==> src/rtl/i2c_hoff_pkg.sv <==
package i2c_hoff_pkg;
    localparam int BYTE_W = 8;

    typedef struct packed {
        logic [BYTE_W-1:0] buf_byte;
        logic [BYTE_W-1:0] out_byte;
        logic              load;
        logic              stop_req;
        logic              release_sda;
        logic              empty;
    } tx_state_t;

    function automatic logic is_transmit(input logic master, input logic rd);
        return master ? ~rd : rd;
    endfunction
endpackage

==> src/rtl/hoff_edge.sv <==
module hoff_edge #(
    parameter int N = 2
) (
    input  logic         clk,
    input  logic         rst_n,
    input  logic [N-1:0] strobe,
    output logic [N-1:0] event_o
);
    logic [N-1:0] prev_d, prev_q;

    always_comb begin
        prev_d = strobe;
    end

    always_ff @(posedge clk or negedge rst_n) begin
        if (!rst_n) prev_q <= '0;
        else        prev_q <= prev_d;
    end

    for (genvar i = 0; i < N; i++) begin : g_edge
        assign event_o[i] = strobe[i] & ~prev_q[i];

        assert_single_event_R8: assert property (@(posedge clk) disable iff (!rst_n)
            event_o[i] |=> !event_o[i]);
    end
endmodule

==> src/rtl/hoff_tx_ctrl.sv <==
module hoff_tx_ctrl
    import i2c_hoff_pkg::*;
(
    input  logic              clk,
    input  logic              rst_n,
    input  logic              enable,
    input  logic              is_master,
    input  logic              rw_read,
    input  logic              addr_ev,
    input  logic              byte_ev,
    input  logic              ack_bit,
    input  logic              cpu_wr,
    input  logic [BYTE_W-1:0] cpu_wdata,
    output logic              load_o,
    output logic [BYTE_W-1:0] out_byte_o,
    output logic              empty_o,
    output logic              release_o,
    output logic              stop_o
);
    tx_state_t st_d, st_q;
    logic      xmit;
    logic      do_load;

    always_comb begin
        st_d          = st_q;
        st_d.load     = 1'b0;
        st_d.stop_req = 1'b0;
        xmit          = is_transmit(is_master, rw_read);
        do_load       = 1'b0;

        if (!enable) begin
            st_d.release_sda = 1'b0;
        end else if (is_master) begin
            if (addr_ev) begin
                if (ack_bit)   st_d.stop_req = 1'b1;
                else if (xmit) do_load       = 1'b1;
            end else if (byte_ev && xmit) begin
                if (ack_bit) st_d.stop_req = 1'b1;
                else         do_load       = 1'b1;
            end
        end else begin
            if (addr_ev) begin
                st_d.release_sda = 1'b0;
                if (xmit) do_load = 1'b1;
            end else if (byte_ev && xmit && !st_q.release_sda) begin
                if (ack_bit) st_d.release_sda = 1'b1;
                else         do_load          = 1'b1;
            end
        end

        if (do_load) begin
            st_d.load     = 1'b1;
            st_d.out_byte = st_q.buf_byte;
            st_d.empty    = 1'b1;
        end

        if (cpu_wr) begin
            st_d.buf_byte = cpu_wdata;
            st_d.empty    = 1'b0;
        end
    end

    always_ff @(posedge clk or negedge rst_n) begin
        if (!rst_n) begin
            st_q       <= '0;
            st_q.empty <= 1'b1;
        end else begin
            st_q <= st_d;
        end
    end

    assign load_o     = st_q.load;
    assign out_byte_o = st_q.out_byte;
    assign empty_o    = st_q.empty;
    assign release_o  = st_q.release_sda;
    assign stop_o     = st_q.stop_req;

    assert_nack_no_load_R4: assert property (@(posedge clk) disable iff (!rst_n)
        (enable && is_master && (addr_ev || byte_ev) && ack_bit) |=> !load_o);
    assert_stop_only_master_R4: assert property (@(posedge clk) disable iff (!rst_n)
        stop_o |-> $past(is_master));
    assert_load_stop_excl_R4: assert property (@(posedge clk) disable iff (!rst_n)
        $onehot0({load_o, stop_o}));
    assert_held_off_R5: assert property (@(posedge clk) disable iff (!rst_n)
        (release_o && enable && !is_master && !addr_ev) |=> !load_o);
    assert_load_sets_empty_R2: assert property (@(posedge clk) disable iff (!rst_n)
        load_o |-> (empty_o || $past(cpu_wr)));
    assert_disabled_quiet_R10: assert property (@(posedge clk) disable iff (!rst_n)
        !enable |=> (!load_o && !stop_o && !release_o));
    assert_master_read_no_load_R11: assert property (@(posedge clk) disable iff (!rst_n)
        (is_master && rw_read && !addr_ev) |=> !load_o);
endmodule

==> src/rtl/hoff_rx_reg.sv <==
module hoff_rx_reg
    import i2c_hoff_pkg::*;
(
    input  logic              clk,
    input  logic              rst_n,
    input  logic              enable,
    input  logic              is_master,
    input  logic              rw_read,
    input  logic              byte_ev,
    input  logic [BYTE_W-1:0] shift_in,
    output logic [BYTE_W-1:0] rx_o
);
    logic [BYTE_W-1:0] rx_d, rx_q;
    logic              capture;

    always_comb begin
        capture = enable && byte_ev && !is_transmit(is_master, rw_read);
        rx_d    = capture ? shift_in : rx_q;
    end

    always_ff @(posedge clk or negedge rst_n) begin
        if (!rst_n) rx_q <= '0;
        else        rx_q <= rx_d;
    end

    assign rx_o = rx_q;

    assert_rx_hold_R9: assert property (@(posedge clk) disable iff (!rst_n)
        !capture |=> $stable(rx_q));
    assert_rx_disabled_R10: assert property (@(posedge clk) disable iff (!rst_n)
        !enable |=> $stable(rx_o));
endmodule

==> src/rtl/i2c_txbuf_handoff.sv <==
module i2c_txbuf_handoff
    import i2c_hoff_pkg::*;
(
    input  logic              clk,
    input  logic              rst_n,
    input  logic              enable,
    input  logic              is_master,
    input  logic              rw_read,
    input  logic              addr_done,
    input  logic              byte_done,
    input  logic              ack_bit,
    input  logic              cpu_wr,
    input  logic [BYTE_W-1:0] cpu_wdata,
    input  logic [BYTE_W-1:0] shift_in,
    output logic              shift_load,
    output logic [BYTE_W-1:0] shift_data,
    output logic              tx_empty,
    output logic              sda_release,
    output logic              stop_rep_req,
    output logic [BYTE_W-1:0] rx_data
);
    localparam int NSTROBE = 2;
    localparam int IDX_ADDR = 0;
    localparam int IDX_BYTE = 1;

    logic [NSTROBE-1:0] ev;

    hoff_edge #(.N(NSTROBE)) u_edge (
        .clk     (clk),
        .rst_n   (rst_n),
        .strobe  ({byte_done, addr_done}),
        .event_o (ev)
    );

    hoff_tx_ctrl u_tx (
        .clk        (clk),
        .rst_n      (rst_n),
        .enable     (enable),
        .is_master  (is_master),
        .rw_read    (rw_read),
        .addr_ev    (ev[IDX_ADDR]),
        .byte_ev    (ev[IDX_BYTE]),
        .ack_bit    (ack_bit),
        .cpu_wr     (cpu_wr),
        .cpu_wdata  (cpu_wdata),
        .load_o     (shift_load),
        .out_byte_o (shift_data),
        .empty_o    (tx_empty),
        .release_o  (sda_release),
        .stop_o     (stop_rep_req)
    );

    hoff_rx_reg u_rx (
        .clk       (clk),
        .rst_n     (rst_n),
        .enable    (enable),
        .is_master (is_master),
        .rw_read   (rw_read),
        .byte_ev   (ev[IDX_BYTE]),
        .shift_in  (shift_in),
        .rx_o      (rx_data)
    );
endmodule

==> config.mk <==
export PLATFORM = sky130hd
export DESIGN_NAME = i2c_txbuf_handoff
export DESIGN_NICKNAME = d
export VERILOG_FILES = /design/src/rtl/i2c_hoff_pkg.sv /design/src/rtl/hoff_edge.sv /design/src/rtl/hoff_tx_ctrl.sv /design/src/rtl/hoff_rx_reg.sv /design/src/rtl/i2c_txbuf_handoff.sv
export SDC_FILE = /design/constraint.sdc
export NUM_CORES = 1
export LEC_CHECK = 0
export ABC_AREA = 1
export ABC_CLOCK_PERIOD_IN_PS = 2700
export BUFFER_PORTS_ARGS = -buffer_cell sky130_fd_sc_hd__buf_2
export CORE_MARGIN = 2
export CORE_UTILIZATION = 50
export DETAILED_ROUTE_END_ITERATION = 8
export PLACE_DENSITY = 0.79
export SKIP_LAST_GASP = 1
export SYNTH_ARGS = -nofsm -noshare
export SYNTH_HDL_FRONTEND = slang
export SYNTH_SLANG_ARGS = --single-unit
==> constraint.sdc <==
create_clock -name clk -period 2.7 [get_ports clk]
set_clock_uncertainty 0.15 [all_clocks]
set_input_delay 0.675 -clock clk [delete_from_list [all_inputs] [get_ports clk]]
set_output_delay 0.675 -clock clk [all_outputs]
set_load 0.01 [all_outputs]
# Word-level counts from Yosys, hierarchy flattened

Index checks and enable logic that the tools add are counted.
W data, S select, Z words.

Logic and storage cells: 47
Flip-flop bits (word level): 30

Eq/ne operators: 3
Reduce and logical (&&, ||, !) cells: 8
Bitwise gates (word level): 5
Muxes and demuxes: 23

Operators by type and width:

| cell                 | number |
|---|---|
| $mux W1              | 23 |
| $ne A3 B1 Y1 const B | 2 |
| $logic_and A1 B1 Y1  | 4 |
| $not A1 Y1           | 3 |
| $reduce_and A3 Y1    | 1 |
| $and A1 B1 Y1        | 2 |
| $logic_not A1 Y1     | 2 |
| $ne A2 B2 Y1 const B | 1 |
| $reduce_bool A2 Y1   | 1 |

# Logic depth before layout (Yosys ltp)

Depth after elaboration: 10
Depth in mapped cells: 9

# By module

From an unflattened synthesis, not the netlist that was laid out.

Cell total of the unflattened synthesis: 132
Area total of the unflattened synthesis: 1336.3 um^2

By module, submodules not included:

| module       | cells an instance | instances | area each (um^2) |
|---|---|---|---|
| hoff_tx_ctrl | 87                | 1         | 909.6 |
| hoff_rx_reg  | 39                | 1         | 356.6 |
| hoff_edge    | 6                 | 1         | 70.1 |

# Worst setup path after synthesis

Ideal clock, no wire load.

Kind: input -> register
Start: input rw_read
End: register u_tx.st_q, in the netlist u_tx.out_byte_o[0]
Buffers on the path: 0
Arrival: 1.333 ns
Setup slack: 1.100 ns
Stages: 8
Data required time: 2.434 ns
Cell sequence: nand2_1 nand2_4 nor2_4 nand3_4 nand2_8 nand2_8 nand2_1 nand2_1

Word-level cells in the longest chain between the ends: 8
Elaborated cells between the ends (all ways): 12
Those cells by class: mux (9); bitwise (1); reduce/logical (2)

Ends and longest elaborated chain:

| item                 | line                                   | source |
|---|---|---|
| start, declared      | i2c_txbuf_handoff.sv:8                 | `input logic rw_read,` |
| $not A1 Y1           | i2c_hoff_pkg.sv:14                     | `return master ? ~rd : rd;` |
| $mux W1 (*)          | i2c_hoff_pkg.sv:14                     |  |
| $logic_and A1 B1 Y1  | hoff_tx_ctrl.sv:37, hoff_tx_ctrl.sv:45 |  |
| $logic_and A1 B1 Y1  | hoff_tx_ctrl.sv:45                     | `end else if (byte_ev && xmit && !st_q.release_sda) begin` |
| $mux W1              | hoff_tx_ctrl.sv:45                     |  |
| $mux W1              | hoff_tx_ctrl.sv:42                     | `if (addr_ev) begin` |
| $mux W1 (*)          | hoff_tx_ctrl.sv:33                     | `end else if (is_master) begin` |
| $mux W1 (*)          | hoff_tx_ctrl.sv:31                     | `if (!enable) begin` |
| end signal, assigned | hoff_tx_ctrl.sv:68                     | `st_q <= st_d;` |
| end, declared        | hoff_tx_ctrl.sv:20                     | `tx_state_t st_d, st_q;` |

Mark *: on every way between the ends. The rest lies on a longest branch, timed or not.
A chain may end at the register's enable or synchronous reset.

# Final worst setup path

Start: register u_tx.st_q, in the netlist u_tx.empty_o
End: output tx_empty

RTL lines:

| item          | line                    | source |
|---|---|---|
| end, declared | i2c_txbuf_handoff.sv:17 | `output logic tx_empty,` |

No word-level cell between the ends.

==> flow_summary.ini <==
[logic_synthesis]
synthTopCellsByCount = 30 x nand2_1, 29 x dfrtp_1, 15 x inv_1
ys_types = 19
synth_area_leaders = dfrtp_1 54%, nand2_1 8.4%, mux2_2 6.7%
yosysSeqAreaShare = 0.5627
ys_ff_latch = 30
synth.area.mux_share = 0.06742
synth.most_common_cell = nand2_1
synthSimpleGateAreaFrac = 0.2097
syn_area_mm2 = 0.001336
synth_top_family_by_area = simple AND/OR/NAND/NOR gates
synth_top_area_frac = 0.5431
syn_inst = 126
yosys_warnings = 0
synth-compound-area-share = 0.05712
synth_fp_nets = 151
synth-main-ff-cell = dfrtp_1
post_synth_xor_area_fraction = 0
synth.avg_cell_area_um2 = 10.61
synth_top_cell_by_area = dfrtp_1
synth_edf_count = 0
yosys.area_share.adder = 0
async_flop_share = 1.000

[setup_path]
endpoint_kind = output port
worstPathMaxFanout = 2
crit_family = flip-flops
cp-start-kind = register
worstPathArrival_ps = 990
path_buf_inv = 1
slowest_stage = dfstp_2
criticalPathCategory = register to output port
crit_required_ps = 1880
max_stage_delay_ps = 540
worstPathCellList = buf_2

[die]
initial_utilization = 0.5345
coreArea_mm2 = 0.002500
die_area_mm2 = 0.003102
die_h_um = 55.70
ios = 45
placementRows = 18
die_w_um = 55.70

[sta]
slew_viol_final = 0
period_share = 0.6740
setup_viol_count_final = 0
setup-tns-final_ps = 0
min_period_ps = 1820
slew_headroom = 0.5829
fmax_mhz = 549.5
rsz0062_at_grt = false
worstMarginPinSlew_ps = 625.6
hold_viol_final = 0

[layout]
fillers = 206
synthToLayoutAreaGrowth_pct = 21.82
drive_gt1_frac = 0.4192
nets = 191
antenna_cells = 0
finalNonFillerCells = 197
postLayoutCoreUtil = 0.6512

[grt]
grt_pass1_wl_um = 4195
track_usage = 0.1780
use_met3 = 0.08837
grt-ovfl-total = 0
antenna_found_initial = 0
busiest_layer = met2
met1_usage = 0.2042
use_met2 = 0.2823
first_global_vias = 983
grt_max_degree = 31

[detailed_routing]
firstDrtPassIters = 4
drt_iter0_markers = 21
drc = 0
via_count = 959
ant_nets = 0
wl_per_cell_um = 11.93
routed_wl_um = 2350
vias_per_cell = 4.868

[outcome]
status = finished, final reports clean

[pwr]
powerDensity_mw_per_mm2 = 767.8
pwr-share-seq = 0.449
netSwitchingPower_mw = 0.3169
switching_share = 0.2535
comb_power_share = 0.176
peakVddDrop_uv = 648.1
p_leak_nw = 0.8845
total_power_mw = 1.250
clockPowerShare = 0.375
internal-power_mw = 0.9330

[clock_tree]
cts_tree = yes
clkLatencyLatePin_ps = 330
htreeDepth = 2
cts_root_buf = clkbuf_4
post_cts.repair.setup_buffers = 0
cts.clk_slew.worst_paths_ps = 100
cts_resized = 0
cts_hold_buffers = 0
numCtsBuffers = 5
clock_sinks = 30
clockBufferDepth = 2

[placed_design]
routabilityCongestion = 0.7918
dpl.hpwl_um = 1808
dp.cells = 189
port-buffer-count = 44

[min_path]
hold_path.class = input pin to asynchronous set/reset pin

[job]
max-cap-violations = 0
==> registers in the layout, summed over array words and instances, names as in the netlist <==
| signal | cells |
|---|---|
| u_edge.prev_q | 2 |
| u_tx.empty_o | 1 |
| u_tx.out_byte_o | 8 |
| u_rx.rx_o | 8 |
| u_tx.load_o | 1 |
| u_tx.st_q | 8 |
| u_tx.stop_o | 1 |
| u_tx.release_o | 1 |
==> layout by cell type, fill, tap and decap left out <==
cell,count
inv_2,1
buf_2,44
mux2_2,8
clkbuf_4,5
nand2_1,30
nor2_4,1
nand2_4,2
nand3_1,10
dfstp_2,1
a21oi_1,3
clkbuf_8,1
nand2_8,2
inv_1,15
nand3_4,1
a21oi_4,1
o21ai_0,1
nand4_4,1
bufinv_16,2
o21ai_1,8
nor3_1,1
dfrtp_1,29
==> logic make-up (layout without fill, tap and decap cells) <==
family | after synthesis | count (layout)
compound gates | 13 | 13
buf+inv | 27 | 68
flops | 30 | 30
mux | 8 | 8
simple gates | 48 | 48
==> path summary, 6_finish.rpt <==
check | end | start | depth (start not counted) | slack, ps
worst min register to register | u_tx.out_byte_o[2] | u_tx.out_byte_o[2] | 2 | 330
max in group asynchronous | u_edge.prev_q[1] | rst_n | 1 | 1780
worst max-delay path | tx_empty | u_tx.empty_o | 1 | 880
worst min-delay path | u_tx.out_byte_o[5] | rst_n | 1 | 200
worst max register to register | u_tx.out_byte_o[0] | u_edge.prev_q[0] | 8 | 1220
min in group clk | u_tx.out_byte_o[2] | u_tx.out_byte_o[2] | 2 | 330
==> routing by layer <==
layer  part of all wire  routed length (um)
met1               0.42                 985
met2               0.49                1143
met3              0.088                 206
met4             0.0068                  16
met5                  0                   0
==> power by group through the flow <==
stage                     clock, mW  sequential, mW  combinational, mW
after global placement            0           0.567              0.217
after detailed placement          0           0.569              0.226
final                         0.469           0.561              0.220
after floorplan                   0           0.576              0.155
after CTS                     0.480           0.562              0.225
after global routing          0.505           0.571              0.249
==> stage by stage <==
step / setup WS [ps] / hold WS [ps] / cell area [um^2]
global placement: 911.8 / 301.9 / 1516
detailed placement: 862.0 / 307.5 / 1516
global route: 813.0 / 230.6 / 1628
floorplan: 1100 / 229.4 / 1336
CTS: 858.1 / 221.5 / 1628
finish: 880.3 / 202.3 / 1628
==> area by class of cell <==
| class | count | area [um^2] | share of cell area |
|---|---|---|---|
| clock buffers | 6 | 51.30 | 0.03151 |
| repair buffers | 44 | 220.2 | 0.1353 |
| well taps | 30 | 37.54 | 0.02306 |
| clock inverters | 2 | 60.06 | 0.03689 |
| flip-flops and latches | 30 | 752.0 | 0.4620 |
| inverters | 16 | 60.06 | 0.03689 |
| multi-input cells | 69 | 446.7 | 0.2744 |
(Power assumes the default switching activity.)
